### src/rtl/txw_pkg.sv
// Shared types for the transmit word buffer.
// Assumes: parity kind is one bit, 0 meaning odd and 1 meaning even.
package txw_pkg;

    typedef enum logic {
        PAR_ODD  = 1'b0,
        PAR_EVEN = 1'b1
    } par_kind_e;

    typedef struct packed {
        logic      en;
        par_kind_e kind;
    } par_cfg_t;

endpackage

### src/rtl/txw_assemble.sv
// Assembles a word from two half strobes and inserts parity in the top bit.
// Assumes: strobes are single-cycle synchronous enables; when both strobes
// are high together, the lower half is taken from the current data input.
module txw_assemble
    import txw_pkg::*;
#(
    parameter int HALF_W = 16
) (
    input  logic                  clk,
    input  logic                  rst_n,
    input  logic [HALF_W-1:0]     din,
    input  logic                  ld_first,
    input  logic                  ld_second,
    input  par_cfg_t              cfg,
    output logic                  push_o,
    output logic [2*HALF_W-1:0]   word_o
);
    localparam int WORD_W = 2 * HALF_W;

    logic [HALF_W-1:0] lo_q;
    logic [HALF_W-1:0] lo_use;
    logic [WORD_W-1:0] raw;
    logic              par_bit;

    // Hold the most recent lower half until the next first-half strobe.
    always_ff @(posedge clk) begin
        if (!rst_n)
            lo_q <= '0;
        else if (ld_first)
            lo_q <= din;
    end

    // Pick the lower half and build the raw word.
    always_comb begin
        lo_use = ld_first ? din : lo_q;
        raw    = {din, lo_use};
    end

    // Compute the parity bit over all bits below the top one.
    always_comb begin
        if (cfg.kind == PAR_EVEN)
            par_bit = ^raw[WORD_W-2:0];
        else
            par_bit = ~^raw[WORD_W-2:0];
    end

    // Replace the top bit when parity is enabled.
    always_comb begin
        word_o = raw;
        if (cfg.en)
            word_o[WORD_W-1] = par_bit;
        push_o = ld_second;
    end


    odd_parity_chk: assert property (@(posedge clk) disable iff (!rst_n)
        (push_o && cfg.en && cfg.kind == PAR_ODD) |-> (^word_o) == 1'b1);


    even_parity_chk: assert property (@(posedge clk) disable iff (!rst_n)
        (push_o && cfg.en && cfg.kind == PAR_EVEN) |-> (^word_o) == 1'b0);


    half_hold_chk: assert property (@(posedge clk) disable iff (!rst_n)
        !ld_first |=> $stable(lo_q));

endmodule

### src/rtl/txw_store.sv
// Circular word buffer with a valid/ready read side.
// Assumes: a push is dropped when the buffer is full at the start of the
// cycle, regardless of a pop in the same cycle.
module txw_store #(
    parameter int WORD_W = 32,
    parameter int DEPTH  = 32
) (
    input  logic                        clk,
    input  logic                        rst_n,
    input  logic                        push,
    input  logic [WORD_W-1:0]           wdata,
    input  logic                        pop_req,
    output logic [WORD_W-1:0]           rdata,
    output logic                        valid,
    output logic [$clog2(DEPTH+1)-1:0]  count
);
    localparam int PTR_W = (DEPTH > 1) ? $clog2(DEPTH) : 1;
    localparam int CNT_W = $clog2(DEPTH + 1);
    localparam logic [CNT_W-1:0] FULL_CNT = CNT_W'(DEPTH);
    localparam logic [PTR_W-1:0] LAST_PTR = PTR_W'(DEPTH - 1);
    localparam bit   POW2 = (DEPTH == (1 << PTR_W));

    logic [WORD_W-1:0] mem [DEPTH];
    logic [PTR_W-1:0]  wr_ptr, rd_ptr;
    logic [PTR_W-1:0]  wr_nxt, rd_nxt;
    logic              push_ok, pop_ok;

    assign push_ok = push && (count != FULL_CNT);
    assign pop_ok  = pop_req && (count != '0);

    // Pointer wrap logic chosen by whether the depth is a power of two.
    generate
        if (POW2) begin : g_wrap_free
            assign wr_nxt = wr_ptr + 1'b1;
            assign rd_nxt = rd_ptr + 1'b1;
        end else begin : g_wrap_cmp
            assign wr_nxt = (wr_ptr == LAST_PTR) ? '0 : wr_ptr + 1'b1;
            assign rd_nxt = (rd_ptr == LAST_PTR) ? '0 : rd_ptr + 1'b1;
        end
    endgenerate

    // Write an accepted word into the slot at the write pointer.
    always_ff @(posedge clk) begin
        if (push_ok)
            mem[wr_ptr] <= wdata;
    end

    // Advance pointers and occupancy on accepted pushes and pops.
    always_ff @(posedge clk) begin
        if (!rst_n) begin
            wr_ptr <= '0;
            rd_ptr <= '0;
            count  <= '0;
        end else begin
            if (push_ok)
                wr_ptr <= wr_nxt;
            if (pop_ok)
                rd_ptr <= rd_nxt;
            case ({push_ok, pop_ok})
                2'b10:   count <= count + 1'b1;
                2'b01:   count <= count - 1'b1;
                default: count <= count;
            endcase
        end
    end

    // Present the oldest word.
    always_comb begin
        rdata = mem[rd_ptr];
        valid = (count != '0);
    end


    no_overflow_chk: assert property (@(posedge clk) disable iff (!rst_n)
        count <= FULL_CNT);


    drop_when_full_chk: assert property (@(posedge clk) disable iff (!rst_n)
        (count == FULL_CNT && push) |=> $stable(wr_ptr));


    push_pop_hold_chk: assert property (@(posedge clk) disable iff (!rst_n)
        (push && pop_req && count != '0 && count != FULL_CNT) |=> $stable(count));


    order_step_chk: assert property (@(posedge clk) disable iff (!rst_n)
        (pop_req && valid) |=> (rd_ptr != $past(rd_ptr)));

endmodule

### src/rtl/txw_flags.sv
// Derives the host status flags from buffer occupancy.
// Assumes: occupancy never exceeds the depth.
module txw_flags #(
    parameter int DEPTH = 32
) (
    input  logic                        clk,
    input  logic                        rst_n,
    input  logic [$clog2(DEPTH+1)-1:0]  count,
    output logic                        idle,
    output logic                        room,
    output logic                        full_n
);
    localparam int CNT_W = $clog2(DEPTH + 1);
    localparam logic [CNT_W-1:0] MARK     = CNT_W'(DEPTH / 2);
    localparam logic [CNT_W-1:0] FULL_CNT = CNT_W'(DEPTH);

    // Decode occupancy into active-high idle/room and active-low full.
    always_comb begin
        idle   = (count == '0);
        room   = (count < MARK);
        full_n = (count != FULL_CNT);
    end


    full_no_room_chk: assert property (@(posedge clk) disable iff (!rst_n)
        !full_n |-> !room);


    idle_room_chk: assert property (@(posedge clk) disable iff (!rst_n)
        idle |-> (room && full_n));

endmodule

### src/rtl/txw_loader.sv
// Top: host loads words as two halves; words are buffered and handed on.
// Assumes: all inputs are synchronous to clk; reset is synchronous active-low.
module txw_loader
    import txw_pkg::*;
#(
    parameter int HALF_W = 16,
    parameter int DEPTH  = 32
) (
    input  logic                  clk,
    input  logic                  rst_n,
    input  logic [HALF_W-1:0]     din,
    input  logic                  ld_first,
    input  logic                  ld_second,
    input  logic                  par_on,
    input  logic                  par_even,
    input  logic                  tx_ready,
    output logic [2*HALF_W-1:0]   tx_word,
    output logic                  tx_valid,
    output logic                  tx_idle,
    output logic                  half_room,
    output logic                  full_n
);
    localparam int WORD_W = 2 * HALF_W;
    localparam int CNT_W  = $clog2(DEPTH + 1);

    par_cfg_t          cfg;
    logic              push;
    logic [WORD_W-1:0] word;
    logic [CNT_W-1:0]  count;

    // Pack the parity controls into the shared config type.
    always_comb begin
        cfg.en   = par_on;
        cfg.kind = par_kind_e'(par_even);
    end

    txw_assemble #(.HALF_W(HALF_W)) u_asm (
        .clk       (clk),
        .rst_n     (rst_n),
        .din       (din),
        .ld_first  (ld_first),
        .ld_second (ld_second),
        .cfg       (cfg),
        .push_o    (push),
        .word_o    (word)
    );

    txw_store #(.WORD_W(WORD_W), .DEPTH(DEPTH)) u_store (
        .clk     (clk),
        .rst_n   (rst_n),
        .push    (push),
        .wdata   (word),
        .pop_req (tx_ready),
        .rdata   (tx_word),
        .valid   (tx_valid),
        .count   (count)
    );

    txw_flags #(.DEPTH(DEPTH)) u_flags (
        .clk    (clk),
        .rst_n  (rst_n),
        .count  (count),
        .idle   (tx_idle),
        .room   (half_room),
        .full_n (full_n)
    );


    valid_idle_chk: assert property (@(posedge clk) disable iff (!rst_n)
        tx_valid != tx_idle);


    commit_shows_chk: assert property (@(posedge clk) disable iff (!rst_n)
        (ld_second && tx_idle) |=> tx_valid);


    reset_empty_chk: assert property (@(posedge clk)
        !rst_n |=> (tx_idle && !tx_valid && full_n && half_room));

endmodule

### config.mk
export PLATFORM = sky130hd
export DESIGN_NAME = txw_loader
export DESIGN_NICKNAME = d
export VERILOG_FILES = /design/src/rtl/txw_pkg.sv /design/src/rtl/txw_assemble.sv /design/src/rtl/txw_store.sv /design/src/rtl/txw_flags.sv /design/src/rtl/txw_loader.sv
export SDC_FILE = /design/constraint.sdc
export NUM_CORES = 1
export LEC_CHECK = 0
export BUFFER_PORTS_ARGS = -buffer_cell sky130_fd_sc_hd__buf_2
export CORE_MARGIN = 2
export CORE_UTILIZATION = 56
export DETAILED_ROUTE_END_ITERATION = 8
export GPL_ROUTABILITY_DRIVEN = 0
export PLACE_DENSITY = 0.75
export SLEW_MARGIN = 20
export SYNTH_ARGS = -nofsm -noshare
export SYNTH_HDL_FRONTEND = slang
export SYNTH_SLANG_ARGS = --single-unit
### constraint.sdc
create_clock -name clk -period 3 [get_ports clk]
set_input_delay 0.45 -clock clk [delete_from_list [all_inputs] [get_ports clk]]
set_output_delay 0.45 -clock clk [all_outputs]
set_load 0.01 [all_outputs]
==> metrics.txt <==
Post-Syn Area=40900 um^2; row count=99; CP most frequent cell=mux4_2; Critical Path Max Stage Delay=0.52 ns; Fin. Hold Viols=0; All-Layer GR Usage=27.6%; # diodes=0; die area=75100 um^2; Setup Skew=0.0319 ns; Tcrit/Tclk final=116%; Gate Count Post-Synth=1702; share of the synthesized area in the top cell type=75.3%; final wirelength=104 mm; P&R area growth vs syn=18.2%; Setup CP Type=register to primary output; DR pass1 iterations=5; global-route wire length before repair=144 mm; Leakage=15.1 nW; vias per cell=6.75; vias in the first global route=20300; Setup WS pre-CTS=-0.0914 ns; GRT Max-Usage Layer=met2; R2R setup slack=0.16 ns; Max IR drop VDD=0.635 mV; nets@finish=1960; PortBufs=58; RSZ-0062 raised after global routing=yes; slack of the critical path=-0.491 ns; leading area contributor after synthesis=edfxtp_1; Placement Cell Area=43800 um^2; initial antenna violation count=1; min Tclk post-route=3.49 ns; largest net degree at the start of global routing=40; post-route ant nets=0; register area share after synthesis=77.1%; Die Ht=274 um; total power=37.1 mW; Crit. End Element=primary output; placed cell count=2738; Die Span X=274 um; met2 GRT Util=44.5%; Synthesized Nets=1733; pwr dens=769 nW/um^2; M3 GR Usage=7.08%; Ys Warns=0; Combinational Power Share=20.9%; register clock-pin slew on the reported worst setup and hold paths=0.06 ns; top post-synthesis cells by count=edfxtp_1, mux4_2, mux2_2; required time of the critical path=2.55 ns; Worst Tran Pin Value=1.21 ns; share of flip-flops with an asynchronous set or reset=0%; design area=48300 um^2; f_max=0.286 GHz; Slew HR=19.3%; top cells by area, synth=edfxtp_1, mux4_2, dfxtp_1; total gr overflow=0; dpl hpwl=52.0 mm; share of total power in the clock network=33.6%; Primary FF master, synth=edfxtp_1; cts bufs inserted=103; Initial Utilization=56.3%; crit path DAT=3.04 ns; failing checks=setup timing; worst min path class=input port to register; routed via count=20000; Critical-path top delay cell=mux4_2; wire length per cell=35.0 um; share of cells above drive strength 1=37.7%; net switching power figure=9.01 mW; GR Layer Usage met1=37.2%; CTS tree=built; Core Region=72600 um^2; Mean Syn Cell Area=24.0 um^2; CP Cell Sequence=buf_12, buf_16, clkbuf_16, mux4_2, mux4_2, mux2_4, buf_6; htree depth=3; cell-internal power=28.1 mW; number of synthesized flops with an enable pin=1024; clock latency on the worst-skew pair=0.68 ns; I/O pin total=59; CTS max path bufs=3; crit path max fanout=8; clock sink count=1061; Final Util=66.5%; status=finished, violations left; Switching Share=24.3%; synthesized flop and latch total=1061; Cell variety after synth=37; Max Cap Violations=0; Finished Layout Cells=2969; count leader, synth=edfxtp_1; setup violators final=32; DR iter-0 viols=2740; drt drc=0; Reg power frac=45.4%; Slew Limit Fails=0; CTS Root Cell=clkbuf_16; Setup crit start kind=register
routing by layer:
| layer | vias to the layer above | part of all wire, % |
|---|---|---|
| li1 | 7714 | - |
| met1 | 10600 | 36 |
| met2 | 1461 | 50 |
| met3 | 257 | 11 |
| met4 | 2 | 3.4 |
| met5 | - | 0.0067 |
power groups by stage:
| stage | clock network (mW) | logic, mW | registers [mW] |
|---|---|---|---|
| 6_report | 12.5 | 7.77 | 16.9 |
| 5_1_grt | 13.1 | 8.16 | 16.9 |
| 4_1_cts | 12.5 | 7.15 | 16.9 |
| 3_5_place_dp | 0 | 6.29 | 17.2 |
| 3_3_place_gp | 0 | 6.18 | 17.1 |
| 2_1_floorplan | 0 | 4.24 | 17.1 |
flip-flops by register name, summed over array words and instances (netlist names), named ones only:
name            flops
u_store.rd_ptr      5
u_store.wr_ptr      5
u_asm.lo_q         16
u_store.mem      1024
u_store.count       6
layout by cell type (no fill, tap or decap), types with 12 or more instances in the layout:
master / n
mux2_4: 27
buf_4: 52
clkinv_2: 12
xnor2_1: 35
buf_6: 33
buf_12: 61
mux2_2: 17
nor2_4: 32
edfxtp_1: 1024
clkbuf_1: 30
buf_16: 20
and2_1: 25
clkbuf_16: 117
clkinv_1: 24
buf_2: 31
mux4_2: 320
dfxtp_1: 32
cell families (layout without fill, tap and decap cells):
| group | count (synthesis) | after routing | synth area share [%] |
|---|---|---|---|
| multiplexers | 373 | 373 | 19.1 |
| XOR/XNOR | 44 | 44 | 0.977 |
| buffers and inverters | 99 | 407 | 1.07 |
| AO/OA/AOI/OAI | 15 | 15 | 0.227 |
| adder cells (fa/ha/maj) | 8 | 8 | 0.245 |
| AND/OR/NAND/NOR | 102 | 102 | 1.34 |
| flip-flops | 1061 | 1061 | 77.1 |
final timing paths:
path,startpoint,end,depth (start not counted)
worst max register to register,u_store.count[0],u_store.count[5],9
worst min-delay path,din[1],u_store.mem[25][17],1
worst max-delay path,register,tx_word[12],7
worst min register to register,u_asm.lo_q[0],u_asm.lo_q[0],2
critical path, delay by kind of cell (launching register included):
kind	cells	cell delay, ns
buffers and inverters	4	0.66
flip-flops	1	0.39
multiplexers	3	1.34
what timing repair did:
action,CTS,global route
gates resized for setup,64,43
setup endpoints to repair,33,33
cloned,11,13
hold endpoints to repair,0,0
pin swaps,0,1
setup buffers,15,7
hold buffers,0,0
area by class of cell:
type | count | area (um^2)
timing repair buffer | 211 | 3030
fill | 4341 | 24300
clock inverter | 48 | 409
tap | 959 | 1200
multi-input combinational | 542 | 9310
inverter | 10 | 37.5
sequential | 1061 | 31500
clock buffer | 138 | 2790
through the flow:
step                      hold WS [ns]  TNS, ns
final                            0.162   -14.35
after floorplan                  0.516   -55.19
after detailed placement         0.555  -0.0914
after global placement           0.546  -0.0332
after CTS                        0.144   -13.77
after global routing             0.157   -15.75
(Power assumes the default switching activity.)
